**src/rtl/trace_enc_pkg.sv**
```systemverilog
// Shared encodings for the branch trace encoder.
// Assumes: class codes come from the retirement stage; code 7 is unused.
package trace_enc_pkg;
    typedef enum logic [2:0] {
        RC_SEQ     = 3'd0,
        RC_BR_NT   = 3'd1,
        RC_BR_TK   = 3'd2,
        RC_JMP_DIR = 3'd3,
        RC_JMP_IND = 3'd4,
        RC_EXC     = 3'd5,
        RC_IRQ     = 3'd6
    } ret_class_e;

    typedef enum logic [1:0] {
        FMT_START    = 2'd0,
        FMT_BMAP     = 2'd1,
        FMT_BMAP_TGT = 2'd2,
        FMT_TRAP     = 2'd3
    } pkt_fmt_e;
endpackage

```
**src/rtl/trace_branch_map.sv**
```systemverilog
// Branch outcome accumulator: holds up to MAPW taken/not-taken bits.
// Assumes: the controller never pushes while MAPW-1 bits are held
// (it clears instead); clear wins over push.
module trace_branch_map #(
    parameter int MAPW = 31,
    parameter int CNTW = $clog2(MAPW + 1)
) (
    input  logic            clk,
    input  logic            rst_n,
    input  logic            push,
    input  logic            taken,
    input  logic            clear,
    output logic [CNTW-1:0] cnt,
    output logic [MAPW-1:0] bits
);
    // Append one outcome bit or clear the whole map.
    always_ff @(posedge clk) begin
        if (!rst_n || clear) begin
            cnt  <= '0;
            bits <= '0;
        end else if (push) begin
            bits <= bits | (MAPW'(taken) << cnt);
            cnt  <= cnt + 1'b1;
        end
    end
endmodule

```
**src/rtl/trace_pkt_former.sv**
```systemverilog
// Packet decision logic: turns one retirement record per cycle into at
// most one packet request, steers the branch map, and tracks the need
// for a start packet and the lost-trace condition.
// Assumes: fifo_full reflects occupancy at the start of the cycle.
module trace_pkt_former
    import trace_enc_pkg::*;
#(
    parameter int AW   = 32,
    parameter int MAPW = 31,
    parameter int CNTW = $clog2(MAPW + 1),
    parameter int PW   = 2 + CNTW + MAPW + 2 * AW
) (
    input  logic            clk,
    input  logic            rst_n,
    input  logic            trace_en,
    input  logic            ret_valid,
    input  logic [2:0]      ret_class,
    input  logic [AW-1:0]   ret_addr,
    input  logic [AW-1:0]   ret_next,
    input  logic [CNTW-1:0] map_cnt,
    input  logic [MAPW-1:0] map_bits,
    input  logic            fifo_full,
    output logic            map_push,
    output logic            map_taken,
    output logic            map_clear,
    output logic            want,
    output logic            push,
    output logic [PW-1:0]   pkt,
    output logic            need_start,
    output logic            trace_lost
);
    logic            en_q;
    logic            start_pkt;
    logic            drop;
    pkt_fmt_e        fmt;
    logic [CNTW-1:0] p_cnt;
    logic [MAPW-1:0] p_map;
    logic [MAPW-1:0] bits_new;
    logic [AW-1:0]   a0;
    logic [AW-1:0]   a1;
    ret_class_e      cls;

    assign cls       = ret_class_e'(ret_class);
    assign map_taken = (cls == RC_BR_TK);
    assign bits_new  = map_bits | (MAPW'(map_taken) << map_cnt);

    // Decide which packet, if any, this cycle produces.
    always_comb begin
        want      = 1'b0;
        start_pkt = 1'b0;
        map_push  = 1'b0;
        map_clear = 1'b0;
        fmt       = FMT_START;
        p_cnt     = '0;
        p_map     = '0;
        a0        = '0;
        a1        = '0;
        if (!trace_en) begin
            map_clear = 1'b1;
            if (en_q && map_cnt != '0) begin
                want  = 1'b1;
                fmt   = FMT_BMAP;
                p_cnt = map_cnt;
                p_map = map_bits;
            end
        end else if (ret_valid) begin
            if (need_start) begin
                want      = 1'b1;
                start_pkt = 1'b1;
                a0        = ret_next;
            end else begin
                case (cls)
                    RC_BR_NT, RC_BR_TK: begin
                        if (map_cnt == CNTW'(MAPW - 1)) begin
                            want      = 1'b1;
                            fmt       = FMT_BMAP;
                            p_cnt     = CNTW'(MAPW);
                            p_map     = bits_new;
                            map_clear = 1'b1;
                        end else begin
                            map_push = 1'b1;
                        end
                    end
                    RC_JMP_IND: begin
                        want      = 1'b1;
                        fmt       = FMT_BMAP_TGT;
                        p_cnt     = map_cnt;
                        p_map     = map_bits;
                        a0        = ret_next;
                        map_clear = 1'b1;
                    end
                    RC_EXC, RC_IRQ: begin
                        want      = 1'b1;
                        fmt       = FMT_TRAP;
                        p_cnt     = map_cnt;
                        p_map     = map_bits;
                        a0        = ret_addr;
                        a1        = ret_next;
                        map_clear = 1'b1;
                    end
                    default: ;
                endcase
            end
        end
        if (want && fifo_full) begin
            map_clear = 1'b1;
        end
    end

    assign push = want && !fifo_full;
    assign drop = want && fifo_full;
    assign pkt  = {fmt, p_cnt, p_map, a0, a1};

    // Track enable history, pending resync and lost-trace state.
    always_ff @(posedge clk) begin
        if (!rst_n) begin
            en_q       <= 1'b0;
            need_start <= 1'b1;
            trace_lost <= 1'b0;
        end else begin
            en_q <= trace_en;
            if (!trace_en || drop) begin
                need_start <= 1'b1;
            end else if (push && start_pkt) begin
                need_start <= 1'b0;
            end
            if (drop) begin
                trace_lost <= 1'b1;
            end else if (push && start_pkt) begin
                trace_lost <= 1'b0;
            end
        end
    end
endmodule

```
**src/rtl/trace_pkt_fifo.sv**
```systemverilog
// Synchronous packet FIFO with a valid/ready read side.
// Assumes: DEPTH >= 2; the writer never writes while full.
module trace_pkt_fifo #(
    parameter int PW    = 102,
    parameter int DEPTH = 4,
    parameter int PTRW  = $clog2(DEPTH),
    parameter int CW    = $clog2(DEPTH + 1)
) (
    input  logic          clk,
    input  logic          rst_n,
    input  logic          wr_en,
    input  logic [PW-1:0] wr_data,
    output logic          full,
    output logic          rd_valid,
    input  logic          rd_ready,
    output logic [PW-1:0] rd_data
);
    logic [PW-1:0]   mem [DEPTH];
    logic [PTRW-1:0] wr_ptr;
    logic [PTRW-1:0] rd_ptr;
    logic [CW-1:0]   count;
    logic            rd_en;

    assign full     = (count == CW'(DEPTH));
    assign rd_valid = (count != '0);
    assign rd_en    = rd_valid && rd_ready;
    assign rd_data  = mem[rd_ptr];

    // Store an incoming packet at the write pointer.
    always_ff @(posedge clk) begin
        if (wr_en) begin
            mem[wr_ptr] <= wr_data;
        end
    end

    // Advance pointers and occupancy.
    always_ff @(posedge clk) begin
        if (!rst_n) begin
            wr_ptr <= '0;
            rd_ptr <= '0;
            count  <= '0;
        end else begin
            if (wr_en) begin
                wr_ptr <= (wr_ptr == PTRW'(DEPTH - 1)) ? '0 : wr_ptr + 1'b1;
            end
            if (rd_en) begin
                rd_ptr <= (rd_ptr == PTRW'(DEPTH - 1)) ? '0 : rd_ptr + 1'b1;
            end
            count <= count + CW'(wr_en) - CW'(rd_en);
        end
    end
endmodule

```
**src/rtl/trace_pkt_encoder.sv**
```systemverilog
// Branch trace encoder top: branch map, packet decision and output FIFO.
// Assumes: one retirement record per cycle at most; the hart is never
// back-pressured, so output congestion is handled by dropping.
module trace_pkt_encoder #(
    parameter int AW         = 32,
    parameter int MAPW       = 31,
    parameter int FIFO_DEPTH = 4,
    parameter int CNTW       = $clog2(MAPW + 1)
) (
    input  logic            clk,
    input  logic            rst_n,
    input  logic            trace_en,
    input  logic            ret_valid,
    input  logic [2:0]      ret_class,
    input  logic [AW-1:0]   ret_addr,
    input  logic [AW-1:0]   ret_next,
    output logic            pkt_valid,
    input  logic            pkt_ready,
    output logic [1:0]      pkt_fmt,
    output logic [CNTW-1:0] pkt_cnt,
    output logic [MAPW-1:0] pkt_map,
    output logic [AW-1:0]   pkt_addr0,
    output logic [AW-1:0]   pkt_addr1,
    output logic            trace_lost
);
    localparam int PW = 2 + CNTW + MAPW + 2 * AW;

    logic            map_push;
    logic            map_taken;
    logic            map_clear;
    logic [CNTW-1:0] map_cnt;
    logic [MAPW-1:0] map_bits;
    logic            want;
    logic            push;
    logic            fifo_full;
    logic            need_start;
    logic [PW-1:0]   pkt_in;
    logic [PW-1:0]   pkt_out;

    trace_branch_map #(.MAPW(MAPW), .CNTW(CNTW)) u_map (
        .clk   (clk),
        .rst_n (rst_n),
        .push  (map_push),
        .taken (map_taken),
        .clear (map_clear),
        .cnt   (map_cnt),
        .bits  (map_bits)
    );

    trace_pkt_former #(.AW(AW), .MAPW(MAPW), .CNTW(CNTW), .PW(PW)) u_former (
        .clk        (clk),
        .rst_n      (rst_n),
        .trace_en   (trace_en),
        .ret_valid  (ret_valid),
        .ret_class  (ret_class),
        .ret_addr   (ret_addr),
        .ret_next   (ret_next),
        .map_cnt    (map_cnt),
        .map_bits   (map_bits),
        .fifo_full  (fifo_full),
        .map_push   (map_push),
        .map_taken  (map_taken),
        .map_clear  (map_clear),
        .want       (want),
        .push       (push),
        .pkt        (pkt_in),
        .need_start (need_start),
        .trace_lost (trace_lost)
    );

    trace_pkt_fifo #(.PW(PW), .DEPTH(FIFO_DEPTH)) u_fifo (
        .clk      (clk),
        .rst_n    (rst_n),
        .wr_en    (push),
        .wr_data  (pkt_in),
        .full     (fifo_full),
        .rd_valid (pkt_valid),
        .rd_ready (pkt_ready),
        .rd_data  (pkt_out)
    );

    assign {pkt_fmt, pkt_cnt, pkt_map, pkt_addr0, pkt_addr1} = pkt_out;
endmodule

```
**config.mk**
```make
export PLATFORM = sky130hd
export DESIGN_NAME = trace_pkt_encoder
export DESIGN_NICKNAME = d
export VERILOG_FILES = /design/src/rtl/trace_enc_pkg.sv /design/src/rtl/trace_branch_map.sv /design/src/rtl/trace_pkt_former.sv /design/src/rtl/trace_pkt_fifo.sv /design/src/rtl/trace_pkt_encoder.sv
export SDC_FILE = /design/constraint.sdc
export NUM_CORES = 1
export LEC_CHECK = 0
export BUFFER_PORTS_ARGS = -buffer_cell sky130_fd_sc_hd__buf_4
export CAP_MARGIN = 20
export CORE_UTILIZATION = 50
export CTS_CLUSTER_DIAMETER = 150
export DETAILED_ROUTE_END_ITERATION = 10
export HOLD_SLACK_MARGIN = 0.05
export MAX_ROUTING_LAYER = met4
export PLACE_DENSITY = 0.69
export RECOVER_POWER = 100
export SLEW_MARGIN = 20
export SYNTH_ARGS = -nofsm -noshare
export SYNTH_HDL_FRONTEND = slang
export SYNTH_SLANG_ARGS = --single-unit
```
**constraint.sdc**
```tcl
create_clock -name clk -period 5.2 [get_ports clk]
set_clock_uncertainty 0.05 [all_clocks]
set_input_delay 0.78 -clock clk [delete_from_list [all_inputs] [get_ports clk]]
set_output_delay 0.78 -clock clk [all_outputs]
set_load 0.01 [all_outputs]
```
# [Word-level counts from Yosys, hierarchy flattened]
# Memories as Yosys holds them, arrays and structs flattened. A register that Yosys moved wholly into a read port is not among the register bits.
# Cells that the tools add are included.
[totals] register_bits=46 ramBits=408 inputBits=72 out_inout_bits=104 wordCells=95 n_memories=1
[memory_table] name="u_fifo.mem" depth=4 width=102 read_ports=1 rd_clocked_by_memory_dff=1 wr=1 line_no="trace_pkt_fifo.sv:18" source="logic [PW-1:0] mem [DEPTH];"
[op_classes] add_sub_neg=5 eq_ne=9 shifts=1 muxes=52 bitwise=2 reduce_logical=17
[op_table] cell="two-way mux 32 bit" count=7
[op_table] cell="two-way mux 31 bit" count=5
[op_table] cell="one-hot mux 32 bit (2 select lines)" count=1
[op_table] cell="one-hot mux 31 bit (2 select lines)" count=1
[op_table] cell="bitwise OR 31 bit" count=1
[op_table] cell="left shift 1 x 5 -> 31 bit" count=1
[op_table] cell="two-way mux 5 bit" count=5
[op_table] cell="two-way mux 1 bit" count=23
[op_table] cell="two-way mux 2 bit" count=7
[op_table] cell="equality test 3 bit (second input constant)" count=4
[op_table] cell="one-hot mux 5 bit (2 select lines)" count=1
[op_table] cell="one-hot mux 2 bit (3 select lines)" count=1
[op_table] cell="OR reduction 2 bit" count=3
[op_table] cell="adder 5 x 1 -> 5 bit (second input constant)" count=1
[op_table] cell="equality test 5 bit (second input constant)" count=1
[op_table] cell="logical AND 1 bit" count=5
[op_table] cell="nonzero test 5 bit" count=1
[op_table] cell="adder 2 x 1 -> 2 bit (second input constant)" count=2
[op_table] cell="equality test 2 bit (second input constant)" count=2
[op_table] cell="adder 3 x 1 -> 3 bit" count=1
[op_table] cell="equality test 3 x 1 -> 1 bit (second input constant)" count=1
[op_table] cell="equality test 3 x 2 -> 1 bit (second input constant)" count=1
[op_table] cell="logical NOT 1 bit" count=3
[op_table] cell="nonzero test 3 bit" count=1
[op_table] cell="other kinds (6)" count=7

# [Logic depth before layout (Yosys ltp)]
[depth] ltp_word=10 mapped_depth=14 ltp_nobuf=14

# [By module]
# Synthesis repeated with hierarchy kept, for this count alone.
[unflattened] cells_unflattened=912 area_unflattened_um2=17809.6
[modules_own_cells] module="trace_pkt_fifo" n_inst=1 cells_each=578 area_each_um2=15203.3 seq_area_each_um2=12431.9
[modules_own_cells] module="trace_branch_map" n_inst=1 cells_each=136 area_each_um2=1361.3 seq_area_each_um2=720.7
[modules_own_cells] module="trace_pkt_former" n_inst=1 cells_each=198 area_each_um2=1244.9 seq_area_each_um2=60.1

# [Worst setup path after synthesis]
# No wires, ideal clock.
[synth_timing] path_kind="input-to-reg" start="input ret_class[1]" end="memory u_fifo.mem[1][0] (enable)" setup_time_ns=0.472 arrival_time_ns=3.867 slack_ns=0.810 cell_stages=4 path_cell_list="xor2_2 -> a221oi_4 -> o22ai_2 -> and2_1"
[synth_via] elab_chain_len=9 elab_cells_between_ends=14
[synth_lines] element="from (decl)" line_no="trace_pkt_encoder.sv:14" source="input logic [2:0] ret_class,"
[synth_lines] element="equality test 3 bit (tied with other cells)" line_no="trace_pkt_former.sv:72" source="case (cls)"
[synth_lines] element="OR reduction 3 bit (no source line) / OR reduction 2 bit (equally long branches)"
[synth_lines] element="one-hot mux 1 bit (2 select lines) (*)" line_no="trace_pkt_former.sv:72"
[synth_lines] element="two-way mux 1 bit (*)" line_no="trace_pkt_former.sv:67" source="if (need_start) begin"
[synth_lines] element="two-way mux 1 bit (*)" line_no="trace_pkt_former.sv:66" source="end else if (ret_valid) begin"
[synth_lines] element="two-way mux 1 bit (*)" line_no="trace_pkt_former.sv:58" source="if (!trace_en) begin"
[synth_lines] element="logical AND 1 bit (*)" line_no="trace_pkt_former.sv:110" source="assign push = want && !fifo_full;"
[synth_lines] element="two-way mux 1 bit (*)" line_no="trace_pkt_fifo.sv:31" source="if (wr_en) begin"
[synth_lines] element="two-way mux 1 bit (not written as such) (*)" line_no="trace_pkt_fifo.sv:32" source="mem[wr_ptr] <= wr_data;"
[synth_lines] element="to (decl)" line_no="trace_pkt_fifo.sv:18"
# Every way passes the cells marked *; elsewhere a longest branch is shown, timed or not.

# [Final worst setup path]
[layout_timing] start="register u_map.cnt[0]" end="memory u_fifo.mem[2][27] (enable)"
[layout_via] elab_chain_len=9 elab_cells_between_ends=12
[layout_lines] element="from (decl)" line_no="trace_branch_map.sv:13" source="output logic [CNTW-1:0] cnt,"
[layout_lines] element="from (signal assigned)" line_no="trace_branch_map.sv:23" source="cnt <= cnt + 1'b1;"
[layout_lines] element="equality test 5 bit" line_no="trace_pkt_former.sv:74" source="if (map_cnt == CNTW'(MAPW - 1)) begin"
[layout_lines] element="two-way mux 1 bit" line_no="trace_pkt_former.sv:74"
[layout_lines] element="one-hot mux 1 bit (2 select lines)" line_no="trace_pkt_former.sv:72"
[layout_lines] element="two-way mux 1 bit" line_no="trace_pkt_former.sv:67"
[layout_lines] element="two-way mux 1 bit" line_no="trace_pkt_former.sv:66"
[layout_lines] element="two-way mux 1 bit (*)" line_no="trace_pkt_former.sv:58"
[layout_lines] element="logical AND 1 bit (*)" line_no="trace_pkt_former.sv:110"
[layout_lines] element="two-way mux 1 bit (*)" line_no="trace_pkt_fifo.sv:31"
[layout_lines] element="two-way mux 1 bit (not written as such) (*)" line_no="trace_pkt_fifo.sv:32"
# Marks and branches as above.

==> impl_metrics.toml <==
[timing]
finalSetupTns_ns = 0
fin_crit_ns = 4.11
tightest_slew_ns = 2.92
slew_headroom_pct = -95.8
rsz0062_at_grt = "false"
setup_violations = 0
layout_setup_ws_ns = 1.09
slew_viol_final = 273
finalHoldViolations = 0
period_share_pct = 79.0
fmax_mhz = 243

[logic_synthesis]
ys_top_cells_by_area = "edfxtp_1 69%, mux4_2 13%, dfxtp_1 5.4%"
synthArstFlopShare_pct = 0
syn_inst = 879
synth-edff-count = 408
synth_top_area_cell = "edfxtp_1"
synth_nets = 962
yosysMostFrequentCell = "edfxtp_1"
yosys_warnings = 0
synth_top_area_share_pct = 69.3
yosysUniqueCellTypes = 55
synth_flop_cell = "edfxtp_1"
ys_seq_elements = 456
netlist_area_sq_um = 17700
syn_avg_cell_area_sq_um = 20.1
synthTopCellsByCount = "408 x edfxtp_1, 102 x mux4_2, 69 x and2_1"
seq_area_frac_synth_pct = 74.7

[pwr]
power_uw = 8530
power_density_nw_per_um2 = 419
vdd_drop_max_uv = 232
p_leak_uw = 0.00664

[floorplan]
io_pins = 176
die_h_um = 190
row_count = 68
die-width_um = 190
design.die.area_sq_um = 36100
core_sq_um = 34700
start_util_pct = 51.0

[route]
dr.pass1.iters = 5
drc_errors = 0
vias = 8910
drt_iter0_markers = 755
wl_um = 34900
ant_nets = 0
vias_per_cell = 5.73
wire_per_inst_um = 22.4

[cells_and_area]
fillers = 2611
syn2layout_area_growth_pct = 15.1
drive_gt1_share_pct = 24.2
fin_nets = 1148
fin_area_sq_um = 20400
insertedDiodeCount = 0

[outcome]
status = "finished, violations left"
violations = "max-capacitance violations, max-slew violations"

[clock_network]
cts_buffers = 45
cts_tree = "done"
cts_hold_buf = 0
cts.htree.levels = 2
clock_latency_ns = 0.54
clk_pin_slew_worst_paths_ns = 0.06
postCtsSetupBuffers = 0
max-clock-path-buffers = 3
clock_sinks = 456
cts-resized-gates = 0
root_buffer = "clkbuf_16"

[global_routing]
grt_remaining_overflow = 0
grt_pass1_vias = 9032
antenna_found_initial = 0
grt_start_max_net_pins = 103
grt_pass1_wl_um = 53100
grt_use_total_pct = 20.2

[worst_setup_path]
crit_slowest_cell = "and2_1"
arrival_ns = 4.24
path_class = "flip-flop to flip-flop"
cp_slowest_stage_delay_ns = 1.47
start_kind = "flip-flop"
endpoint_kind = "flip-flop"
required_ns = 5.33
crit_fanout = 70
cp_cell_sequence = "inv_1 -> ha_1 -> and4_2 -> a221oi_1 -> o22ai_1 -> and2_1 -> buf_12"

[flow_run]
max_cap_viol_count = 5

[place]
hpwlAfterDp_um = 20700
post-place-ws_ns = 1.83
portBuffers = 175
placed_cell_area_sq_um = 19500
gp_congestion = 0.802

[worst_hold_path]
hold_class = "flip-flop to flip-flop"
==> layout by cell type, fill, tap and decap left out, drive strengths merged, types with 2 or more instances in the layout <==
cell    synthesis  routed
nor2            7       7
clkbuf         21     164
mux2i           4       4
a21oi          32      32
buf            26      83
nand2b          2       2
xor2            3       3
mux4          102     102
inv             9       9
nand3           4       4
clkinv          0      20
nor3           45      45
nand3b          2       2
or3             3       3
nand4           3       3
a21boi          2       2
and3            6       6
or2b            2       2
and2           70      70
bufinv          0       2
o21ai           3       3
xnor2           3       3
nand2          11      11
a22o           35      35
dfxtp          48      48
edfxtp        408     408
o21a            2       2
and4bb          2       2
ha             10      10
==> critical path, delay by kind of cell, from the launching register on <==
family	cells	cell delay, ns
AOI/OAI and AO/OA	2	0.61
adders and majority gates	1	0.24
buffers and inverters	2	0.70
and+or+nand+nor	2	1.71
DFF	1	0.37
==> per-stage QoR <==
stage | hold WS (ns) | instances | util, %
after global routing | 0.464 | 1556 | 58.7
after floorplan | 0.409 | 879 | -
final | 0.446 | 1556 | 58.7
after detailed placement | 0.432 | 1473 | 56.0
after global placement | 0.419 | 1473 | 56.0
after CTS | 0.446 | 1556 | 60.0
==> where the power goes <==
part	leakage (uW)	total [uW]	internal [uW]	switching, uW
registers	0.00422	4220	4120	99.3
clock network	0.000667	3000	1740	1260
logic	0.00176	1310	614	696
total	0.00664	8530	6470	2060
==> sequential cells by signal, indices dropped and copies added, names as in the netlist, named ones only <==
| name | count |
|---|---|
| u_fifo.wr_ptr | 2 |
| u_fifo.rd_ptr | 2 |
| u_fifo.count | 3 |
| u_map.bits | 31 |
| u_former.need_start | 1 |
| u_fifo.mem | 408 |
| u_map.cnt | 5 |
| u_former.en_q | 1 |
| u_former.trace_lost | 1 |
==> layout make-up <==
cell class	count	area, sq um	area share, %
sequential	456	13200	64.9
multi-input combinational	367	4120	20.2
clock buffer	61	1220	5.98
timing repair buffer	186	1060	5.19
tap	455	569	2.80
clock inverter	22	154	0.756
inverter	9	33.8	0.166
==> cell families (layout without fill, tap and decap cells) <==
group | count (synthesis) | count (layout) | share of synthesized area [%]
flops | 456 | 456 | 74.7
mux | 106 | 106 | 13.2
buf+inv | 56 | 278 | 1.83
xor+xnor | 6 | 6 | 0.340
fa+ha+maj | 11 | 11 | 0.821
simple gates | 165 | 165 | 5.74
compound gates | 79 | 79 | 3.35
==> metal layers <==
metal,GRT usage (%),share of wire [%]
met3,3.36,6.3
met4,4.47,1.5
met5,-,0
met1,27.5,43
met2,32.1,49
==> final timing paths <==
path | from | end | slack, ns | depth (start not counted)
hold reg to reg | u_map.bits[1] | u_map.bits[1] | 0.45 | 2
setup reg to reg | u_map.cnt[0] | u_fifo.mem[2][27] | 1.09 | 7
hold / removal | u_map.bits[1] | u_map.bits[1] | 0.45 | 2
setup / recovery | u_map.cnt[0] | u_fifo.mem[2][27] | 1.09 | 7
(Power assumes the default switching activity.)
